### src/rtl/binner_pkg.sv
package binner_pkg;

    localparam int TILE_LOG2 = 5;

    typedef enum logic {
        ST_IDLE  = 1'b0,
        ST_SWEEP = 1'b1
    } sweep_state_e;

endpackage

### src/rtl/binner_bbox.sv
module binner_bbox #(
    parameter int SCR_W   = 640,
    parameter int SCR_H   = 480,
    parameter int COORD_W = 12,
    parameter int CW      = 5,
    parameter int RW      = 4
) (
    input  logic signed [COORD_W-1:0] x0,
    input  logic signed [COORD_W-1:0] y0,
    input  logic signed [COORD_W-1:0] x1,
    input  logic signed [COORD_W-1:0] y1,
    input  logic signed [COORD_W-1:0] x2,
    input  logic signed [COORD_W-1:0] y2,
    output logic                      off_screen,
    output logic [CW-1:0]             col_lo,
    output logic [CW-1:0]             col_hi,
    output logic [RW-1:0]             row_lo,
    output logic [RW-1:0]             row_hi
);
    import binner_pkg::*;

    localparam logic signed [COORD_W-1:0] XLIM = COORD_W'(SCR_W - 1);
    localparam logic signed [COORD_W-1:0] YLIM = COORD_W'(SCR_H - 1);
    localparam logic signed [COORD_W-1:0] ZERO = '0;

    function automatic logic signed [COORD_W-1:0] min3(
        input logic signed [COORD_W-1:0] a,
        input logic signed [COORD_W-1:0] b,
        input logic signed [COORD_W-1:0] c
    );
        logic signed [COORD_W-1:0] m;
        m = (a < b) ? a : b;
        return (c < m) ? c : m;
    endfunction

    function automatic logic signed [COORD_W-1:0] max3(
        input logic signed [COORD_W-1:0] a,
        input logic signed [COORD_W-1:0] b,
        input logic signed [COORD_W-1:0] c
    );
        logic signed [COORD_W-1:0] m;
        m = (a > b) ? a : b;
        return (c > m) ? c : m;
    endfunction

    logic signed [COORD_W-1:0] min_x, max_x, min_y, max_y;
    logic signed [COORD_W-1:0] clo_x, chi_x, clo_y, chi_y;

    always_comb begin
        min_x = min3(x0, x1, x2);
        max_x = max3(x0, x1, x2);
        min_y = min3(y0, y1, y2);
        max_y = max3(y0, y1, y2);

        off_screen = (max_x < ZERO) || (min_x > XLIM) ||
                     (max_y < ZERO) || (min_y > YLIM);

        clo_x = (min_x < ZERO) ? ZERO : min_x;
        chi_x = (max_x > XLIM) ? XLIM : max_x;
        clo_y = (min_y < ZERO) ? ZERO : min_y;
        chi_y = (max_y > YLIM) ? YLIM : max_y;

        col_lo = CW'(clo_x >>> TILE_LOG2);
        col_hi = CW'(chi_x >>> TILE_LOG2);
        row_lo = RW'(clo_y >>> TILE_LOG2);
        row_hi = RW'(chi_y >>> TILE_LOG2);
    end

endmodule

### src/rtl/binner_sweep.sv
module binner_sweep #(
    parameter int TILES_X = 20,
    parameter int CW      = 5,
    parameter int RW      = 4,
    parameter int IDX_W   = 9,
    parameter int ID_W    = 8
) (
    input  logic             clk,
    input  logic             rst_n,
    input  logic             in_valid,
    output logic             in_ready,
    input  logic             off_screen,
    input  logic [CW-1:0]    col_lo,
    input  logic [CW-1:0]    col_hi,
    input  logic [RW-1:0]    row_lo,
    input  logic [RW-1:0]    row_hi,
    input  logic [ID_W-1:0]  tri_id,
    output logic             out_valid,
    input  logic             out_ready,
    output logic [IDX_W-1:0] out_tile,
    output logic [ID_W-1:0]  out_id,
    output logic             out_last
);
    import binner_pkg::*;

    typedef struct packed {
        sweep_state_e     st;
        logic [CW-1:0]    col;
        logic [CW-1:0]    clo;
        logic [CW-1:0]    chi;
        logic [RW-1:0]    row;
        logic [RW-1:0]    rhi;
        logic [IDX_W-1:0] idx;
        logic [ID_W-1:0]  id;
    } sweep_t;

    sweep_t s_q, s_d;
    logic   row_end_d, last_d;

    always_comb begin
        s_d       = s_q;
        row_end_d = (s_q.col == s_q.chi);
        last_d    = row_end_d && (s_q.row == s_q.rhi);

        unique case (s_q.st)
            ST_IDLE: begin
                if (in_valid && !off_screen) begin
                    s_d.st  = ST_SWEEP;
                    s_d.col = col_lo;
                    s_d.clo = col_lo;
                    s_d.chi = col_hi;
                    s_d.row = row_lo;
                    s_d.rhi = row_hi;
                    s_d.id  = tri_id;
                    s_d.idx = IDX_W'(int'(row_lo) * TILES_X + int'(col_lo));
                end
            end
            ST_SWEEP: begin
                if (out_ready) begin
                    if (last_d) begin
                        s_d.st = ST_IDLE;
                    end else if (row_end_d) begin
                        s_d.col = s_q.clo;
                        s_d.row = s_q.row + RW'(1);
                        s_d.idx = s_q.idx + IDX_W'(TILES_X)
                                - IDX_W'(s_q.chi - s_q.clo);
                    end else begin
                        s_d.col = s_q.col + CW'(1);
                        s_d.idx = s_q.idx + IDX_W'(1);
                    end
                end
            end
            default: s_d = s_q;
        endcase
    end

    always_ff @(posedge clk) begin
        if (!rst_n) begin
            s_q <= '{st: ST_IDLE, default: '0};
        end else begin
            s_q <= s_d;
        end
    end

    assign in_ready  = (s_q.st == ST_IDLE);
    assign out_valid = (s_q.st == ST_SWEEP);
    assign out_tile  = s_q.idx;
    assign out_id    = s_q.id;
    assign out_last  = out_valid && last_d;

endmodule

### src/rtl/tri_tile_binner.sv
module tri_tile_binner #(
    parameter int SCR_W   = 640,
    parameter int SCR_H   = 480,
    parameter int COORD_W = 12,
    parameter int ID_W    = 8,
    localparam int TILES_X = (SCR_W + 31) / 32,
    localparam int TILES_Y = (SCR_H + 31) / 32,
    localparam int NTILES  = TILES_X * TILES_Y,
    localparam int CW      = $clog2(TILES_X),
    localparam int RW      = $clog2(TILES_Y),
    localparam int IDX_W   = $clog2(NTILES)
) (
    input  logic                      clk,
    input  logic                      rst_n,
    input  logic                      in_valid,
    output logic                      in_ready,
    input  logic signed [COORD_W-1:0] in_x0,
    input  logic signed [COORD_W-1:0] in_y0,
    input  logic signed [COORD_W-1:0] in_x1,
    input  logic signed [COORD_W-1:0] in_y1,
    input  logic signed [COORD_W-1:0] in_x2,
    input  logic signed [COORD_W-1:0] in_y2,
    input  logic [ID_W-1:0]           in_id,
    output logic                      out_valid,
    input  logic                      out_ready,
    output logic [IDX_W-1:0]          out_tile,
    output logic [ID_W-1:0]           out_id,
    output logic                      out_last
);

    logic          off_screen;
    logic [CW-1:0] col_lo, col_hi;
    logic [RW-1:0] row_lo, row_hi;

    binner_bbox #(
        .SCR_W  (SCR_W),
        .SCR_H  (SCR_H),
        .COORD_W(COORD_W),
        .CW     (CW),
        .RW     (RW)
    ) u_bbox (
        .x0        (in_x0),
        .y0        (in_y0),
        .x1        (in_x1),
        .y1        (in_y1),
        .x2        (in_x2),
        .y2        (in_y2),
        .off_screen(off_screen),
        .col_lo    (col_lo),
        .col_hi    (col_hi),
        .row_lo    (row_lo),
        .row_hi    (row_hi)
    );

    binner_sweep #(
        .TILES_X(TILES_X),
        .CW     (CW),
        .RW     (RW),
        .IDX_W  (IDX_W),
        .ID_W   (ID_W)
    ) u_sweep (
        .clk       (clk),
        .rst_n     (rst_n),
        .in_valid  (in_valid),
        .in_ready  (in_ready),
        .off_screen(off_screen),
        .col_lo    (col_lo),
        .col_hi    (col_hi),
        .row_lo    (row_lo),
        .row_hi    (row_hi),
        .tri_id    (in_id),
        .out_valid (out_valid),
        .out_ready (out_ready),
        .out_tile  (out_tile),
        .out_id    (out_id),
        .out_last  (out_last)
    );

endmodule

### config.mk
export PLATFORM = sky130hd
export DESIGN_NAME = tri_tile_binner
export DESIGN_NICKNAME = d
export VERILOG_FILES = /design/src/rtl/binner_pkg.sv /design/src/rtl/binner_bbox.sv /design/src/rtl/binner_sweep.sv /design/src/rtl/tri_tile_binner.sv
export SDC_FILE = /design/constraint.sdc
export NUM_CORES = 1
export LEC_CHECK = 0
export ABC_AREA = 1
export CAP_MARGIN = 20
export CORE_AREA = 8 8 115 128
export CTS_BUF_LIST = sky130_fd_sc_hd__clkbuf_8 sky130_fd_sc_hd__clkbuf_16
export CTS_CLUSTER_DIAMETER = 200
export DETAILED_ROUTE_END_ITERATION = 16
export DIE_AREA = 0 0 123 136
export GPL_TIMING_DRIVEN = 0
export PLACE_DENSITY = 0.75
export SETUP_SLACK_MARGIN = 0.4
export SYNTH_ARGS = -nofsm -noshare
export SYNTH_HDL_FRONTEND = slang
export SYNTH_SLANG_ARGS = --single-unit
### constraint.sdc
create_clock -name clk -period 6.8 [get_ports clk]
set_input_delay 1.7 -clock clk [delete_from_list [all_inputs] [get_ports clk]]
set_output_delay 1.7 -clock clk [all_outputs]
set_load 0.05 [all_outputs]
Word level (Yosys, flattened, before mapping)

Index checks and enable logic that the tools add are counted.

Input bits: 84
Bits in writable memories: 0
Word-level logic and storage cells: 75
ROM bits: 0
Memories: 0
Latch bits: 0
Flip-flop bits (word level): 41

Multiply operators: 1
Mux-type cells: 26
Shift-type cells: 0
Bitwise gates (word level): 1
Add/sub/neg operators: 7
Equality and inequality tests: 6
Div/mod/pow operators: 0
Reductions and logical operators: 10
Order comparisons: 16

Operator list:

| kind                                                                               | count |
|---|---|
| 12-bit 2-to-1 mux                                                                  | 8 |
| 12-bit greater-than comparator                                                     | 4 |
| 12-bit by 1-bit less-than comparator with 1-bit output (second input constant)     | 4 |
| 12-bit less-than comparator                                                        | 4 |
| 9-bit 2-to-1 mux                                                                   | 5 |
| 41-bit 2-to-1 mux                                                                  | 1 |
| 12-bit by 10-bit greater-than comparator with 1-bit output (second input constant) | 2 |
| 12-bit by 11-bit greater-than comparator with 1-bit output (second input constant) | 2 |
| 10-bit 2-to-1 mux                                                                  | 2 |
| 9-bit one-hot mux with 2 select lines                                              | 1 |
| 4-bit 2-to-1 mux                                                                   | 3 |
| 6-bit one-hot mux with 2 select lines                                              | 1 |
| 5-bit 2-to-1 mux                                                                   | 2 |
| 9-bit by 1-bit adder with 9-bit output (second input constant)                     | 1 |
| 9-bit by 5-bit adder with 9-bit output (second input constant)                     | 1 |
| 9-bit by 6-bit adder with 9-bit output                                             | 1 |
| 9-bit subtractor                                                                   | 1 |
| 4-bit one-hot mux with 2 select lines                                              | 1 |
| 4-bit by 3-bit multiplier with 7-bit output (second input constant)                | 1 |
| 6-bit 2-to-1 mux                                                                   | 1 |
| 2-bit inequality test (second input constant)                                      | 3 |
| 5-bit by 5-bit subtractor with 6-bit output                                        | 1 |
| 5-bit by 1-bit adder with 5-bit output (second input constant)                     | 1 |
| 5-bit equality test                                                                | 1 |
| other kinds (11)                                                                   | 15 |

Logic depth before layout (Yosys ltp)

Word-level depth: 12
Gate-level depth with buffers: 41
Gate-level depth less buffers: 40

By module

From an unflattened synthesis, not the netlist that was laid out.

Cell total of the unflattened synthesis: 1,034
Area total of the unflattened synthesis: 6,308.6 um2

By module, submodules not included:

| module       | cells an instance | area each (um2) | instances | sequential area each (um2) |
|---|---|---|---|---|
| binner_sweep | 510               | 3,389.5         | 1         | 820.8 |
| binner_bbox  | 524               | 2,919.0         | 1         | 0.0 |

Least setup slack after synthesis

No wires, ideal clock.

Path kind: input to register
Start: input port in_y1[11]
End: register u_sweep.s_q (netlist bit u_sweep.out_tile[8])
Stages: 39
Slack: 0.503 ns
Arrival time: 6.185 ns
Data required time: 6.687 ns
Cell sequence: inv_1 -> ha_1 -> nand2_1 -> inv_1 -> nand2_1 -> nor2_1 -> nand2_1 -> nand3_2 -> nand2_1 -> nand2_1 -> buf_2 -> nor2_1 -> a21oi_1 -> inv_1 -> ha_1 -> nand2_1 -> inv_1 -> nand3_1 -> (+3 left out) -> nand2_2 -> nand2_2 -> nand2_1 -> nand2_1 -> inv_1 -> nor2_1 -> ha_1 -> ha_1 -> fa_1 -> inv_1 -> nor2_1 -> inv_1 -> o211ai_1 -> nand2_1 -> nand2_1 -> nand2_1 -> nor2_1 -> nor2_1

Longest elaborated chain between the ends: 11

RTL lines:

| what                                                                                 | RTL line              | text |
|---|---|---|
| start: declaration                                                                   | tri_tile_binner.sv:20 | `input logic signed [COORD_W-1:0] in_y1,` |
| parallel branches: the longest is 11 deep, another holds 12-bit less-than comparator | n/a                   |  |
| end signal: assignment                                                               | binner_sweep.sv:79    | `s_q <= '{st: ST_IDLE, default: '0};` |
| end signal: assignment                                                               | binner_sweep.sv:81    | `s_q <= s_d;` |
| end: declaration                                                                     | binner_sweep.sv:37    | `sweep_t s_q, s_d;` |

Parallel ways; which one is timed is not known. The select of a mux whose other input is x is not followed.
A chain may end at the register's enable or synchronous reset.

Worst setup path in the final report

Start: input port in_x1[8]
End: register u_sweep.s_q (netlist bit u_sweep.out_tile[8])

RTL lines:

| what                                                   | RTL line              | text |
|---|---|---|
| start: declaration                                     | tri_tile_binner.sv:19 | `input logic signed [COORD_W-1:0] in_x1,` |
| 12-bit less-than comparator                            | binner_bbox.sv:32     | `m = (a < b) ? a : b;` |
| 12-bit 2-to-1 mux *                                    | binner_bbox.sv:32     |  |
| 12-bit less-than comparator                            | binner_bbox.sv:33     | `return (c < m) ? c : m;` |
| 12-bit 2-to-1 mux *                                    | binner_bbox.sv:33     |  |
| 12-bit by 1-bit less-than comparator with 1-bit output | binner_bbox.sv:58     | `clo_x = (min_x < ZERO) ? ZERO : min_x;` |
| 10-bit 2-to-1 mux *                                    | binner_bbox.sv:58     |  |
| named net col_lo[2]                                    | tri_tile_binner.sv:32 | `logic [CW-1:0] col_lo, col_hi;` |
| 9-bit by 6-bit adder with 9-bit output *               | binner_sweep.sv:55    | `s_d.idx = IDX_W'(int'(row_lo) * TILES_X + int'(col_lo));` |
| 41-bit 2-to-1 mux *                                    | binner_sweep.sv:47    | `if (in_valid && !off_screen) begin` |
| 9-bit one-hot mux with 2 select lines *                | binner_sweep.sv:45    | `unique case (s_q.st)` |

The timed path passes the listed nets; every way through them passes the cells marked *. The select of a mux whose other input is x is not followed.

==> results.toml <==
[logic_synthesis]
synth_fp_nets = 1198
synth-seq-cells = 41
synthesis.area_per_instance_um2 = 6.11
synth_area_leader_cell = "sky130_fd_sc_hd__ha_1"
main_combinational_cell_family_by_area_after_synthesis = "simple AND/OR/NAND/NOR gates"
synth_cell_types = 42
synth-compound-area-share_pct = 16.3
synth_top_area_share_pct = 20.3
mappedNetlistArea_um2 = 6170
post_synth_main_area_contributors = "sky130_fd_sc_hd__ha_1 (20%), sky130_fd_sc_hd__nand2_1 (16%), sky130_fd_sc_hd__dfxtp_1 (13%), sky130_fd_sc_hd__inv_1 (9.1%), sky130_fd_sc_hd__o21ai_0 (7.5%)"
synth_xor_xnor_area_share_pct = 2.98
synth-seq-area-share_pct = 13.3
yosys.area_share.adder_pct = 21.6
synth.mux.area_fraction_pct = 0
synth-simple-area-share_pct = 32.7
ys.warnings.count = 0
netlist_instances = 1010

[sta]
final.setup_skew_ns = 0.00519
fin_setup_tns_ns = 0
fmax_mhz = 160
timing.final.ws_setup_ns = 0.547
report.final.hold_viol_count = 0
fin_crit_ns = 6.25
grt_setup_unrepaired = "yes"
worst_slew_pin_slew_ns = 0.569
timing.slew.headroom_pct = 62.1
report.final.slew_viol_count = 0
finalCritPeriodShare_pct = 92.0
setup-violations-final = 0

[placed_design]
setup_slack_at_placement_ns = -0.755
placedCellCount = 1273
globalplace.congestion = 0.887
placement.io_buffers = 102
detailedPlacementHpwl_um = 13800

[die]
pin_count = 104
die_area_um2 = 16700
initial_utilization_pct = 48.3
die-width_um = 123
placementRows = 44
floorplan.core_area_um2 = 12800
die_h_um = 136

[critical_path]
cp.depth = 36
critical-path-max-stage-delay_ns = 0.47
r2r_setup_slk_ns = 3.16
startpoint_type = "input pin"
critical_path.slowest_cell = "sky130_fd_sc_hd__clkdlybuf4s50_1"
worst_setup_path_end_kind = "flip-flop"
timing.reg2reg.worst_path_depth = 28
worstSetupPathType = "in -> reg"
arrival_ns = 6.44
cp_data_required_time_ns = 6.98
crit_family = "simple AND/OR/NAND/NOR gates"
path_max_fanout = 8
path_buf_inv = 6

[power]
power_report.internal_total_mw = 1.08
power_frac_comb_pct = 74.7
power_switching_share_pct = 50.9
clockPowerShare_pct = 10.7
power-per-cell-area_nw_per_um2 = 249
ir_drop_uv = 290
static_leakage_nw = 4.60
sequential_share_of_power_pct = 14.6
total_power_mw = 2.19
total_switching_power_mw = 1.12

[detailed_routing]
via_per_inst = 5.21
drc = 0
drt_first_pass_iters = 7
route.antenna.remaining_nets = 0
finalWirelength_um = 18300
wl_per_cell_um = 13.8
dr.first_iter.drc_count = 385
vias = 6908

[run_status]
run_status = "finished, final reports clean"

[clocking]
holdBufCountCts = 0
cts_inserted_buffers = 5
cts.sinks = 41
clkSlewWorstSetupHoldPaths_ns = 0.06
cts_tree = "done"
insertion_delay_ns = 0.29
clockRootBuffer = "sky130_fd_sc_hd__clkbuf_16"
clock_tree.buffer_depth = 2
htree_levels = 2

[finish]
layoutNonFillerInstCount = 1325
final_cell_mix = "sky130_fd_sc_hd__nand2_1 (228), sky130_fd_sc_hd__inv_1 (124), sky130_fd_sc_hd__nor2_1 (94)"
mostFrequentLayoutCell = "sky130_fd_sc_hd__nand2_1"
final_nets = 1351
ant_cells = 0
final_layout_size_suffix_gt1_share_pct = 20.9
postLayoutCoreUtil_pct = 68.9
relative_area_change_from_synthesis_to_final_layout_pct = 42.6
nFillCells = 1099

[global_route]
grt_pass1_wl_um = 27600
grt_start_max_net_pins = 14
globalRoute.totalOverflow = 0
groute.usage.overall_pct = 19.7
grt_antenna_before_repair = 0
first_global_vias = 6338

[worst_hold_path]
hold_path.class = "reg -> reg"
timing.hold.worst_path_depth = 2

[flow_run]
max-cap-violations = 0
## cells by family (layout without fill, tap and decap cells)
family	count (synthesis)	count (layout)
buf+inv	191	345
fa+ha+maj	104	104
compound gates	186	186
simple gates	467	467
xor+xnor	21	21
flops	41	41
## tightest hold or removal path, stage by stage (launching register included)
cell,delay [ns]
sky130_fd_sc_hd__dfxtp_1,0.31
sky130_fd_sc_hd__nand2_1,0.06
sky130_fd_sc_hd__a21oi_1,0.05
## final timing paths
check / start / to
max: in_x1[8] / u_sweep.out_tile[8]$_SDFFE_PN0P_
min: u_sweep.s_q[31]$_SDFFE_PN0P_ / u_sweep.s_q[31]$_SDFFE_PN0P_
max reg2reg: u_sweep.s_q[32]$_SDFFE_PN0P_ / u_sweep.out_tile[8]$_SDFFE_PN0P_
min reg2reg: u_sweep.s_q[31]$_SDFFE_PN0P_ / u_sweep.s_q[31]$_SDFFE_PN0P_
## power groups by stage
stage | sequential (mW) | clock [mW] | combinational (mW)
floorplan | 0.317 | 0 | 1.02
global placement | 0.323 | 0 | 1.34
detailed placement | 0.324 | 0 | 1.36
CTS | 0.319 | 0.239 | 1.42
global route | 0.326 | 0.246 | 1.84
finish | 0.319 | 0.235 | 1.64
## layout make-up
cell class                      count  area [um^2]  area share [%]
Multi-Input combinational cell    778         5330            60.5
Timing Repair Buffer              145         1440            16.3
Sequential cell                    41          821            9.32
Inverter                          151          579            6.58
Buffer                             40          289            3.28
Tap cell                          161          201            2.29
Clock buffer                        5          125            1.42
Clock inverter                      3         18.8           0.213
Timing Repair inverter              1         6.26          0.0711
## flip-flops by register name, indices dropped and copies added (netlist names)
signal	cells
u_sweep.out_valid	1
u_sweep.out_id	8
u_sweep.s_q	23
u_sweep.out_tile	9
## cell usage after synthesis, drive strengths merged
| master | n |
|---|---|
| xor2 | 16 |
| inv | 151 |
| xnor2 | 5 |
| nor3b | 1 |
| o31ai | 2 |
| or2 | 3 |
| nand2 | 276 |
| nand3 | 55 |
| clkbuf | 12 |
| a2111oi | 1 |
| o2111ai | 2 |
| a31oi | 3 |
| nor4 | 3 |
| o21a | 2 |
| nor3 | 5 |
| a21o | 5 |
| o311ai | 1 |
| nand4 | 13 |
| a21oi | 62 |
| buf | 28 |
| o211ai | 4 |
| a211oi | 1 |
| dfxtp | 41 |
| o2111a | 1 |
| nand3b | 4 |
| ha | 100 |
| and3 | 1 |
| o21ai | 101 |
| nor2 | 106 |
| a32oi | 1 |
| fa | 4 |
## timing repair
action / CTS / global route
gates resized for setup: 51 / 197
cloned: 1 / 1
pin swaps: 12 / 64
endpoints found under the setup margin: 36 / 41
setup buffers: 13 / 29
## layer usage
layer  track usage, %  wire length, um  up-vias  part of all wire, %
li1                 -                -     3584                    -
met1             22.6             7680     3113                   42
met2             37.5             9500      168                   52
met3             1.91              640       43                  3.5
met4             5.63              493        0                  2.7
met5                0                0        -                    0
## metrics by stage
step	hold WS, ns	area (um^2)
after floorplan	0.440	6170
after global placement	0.451	7400
after detailed placement	0.458	7400
after CTS	0.467	7820
after global routing	0.497	8800
final	0.469	8800
Note: power is estimated with default switching activity, not from simulation.
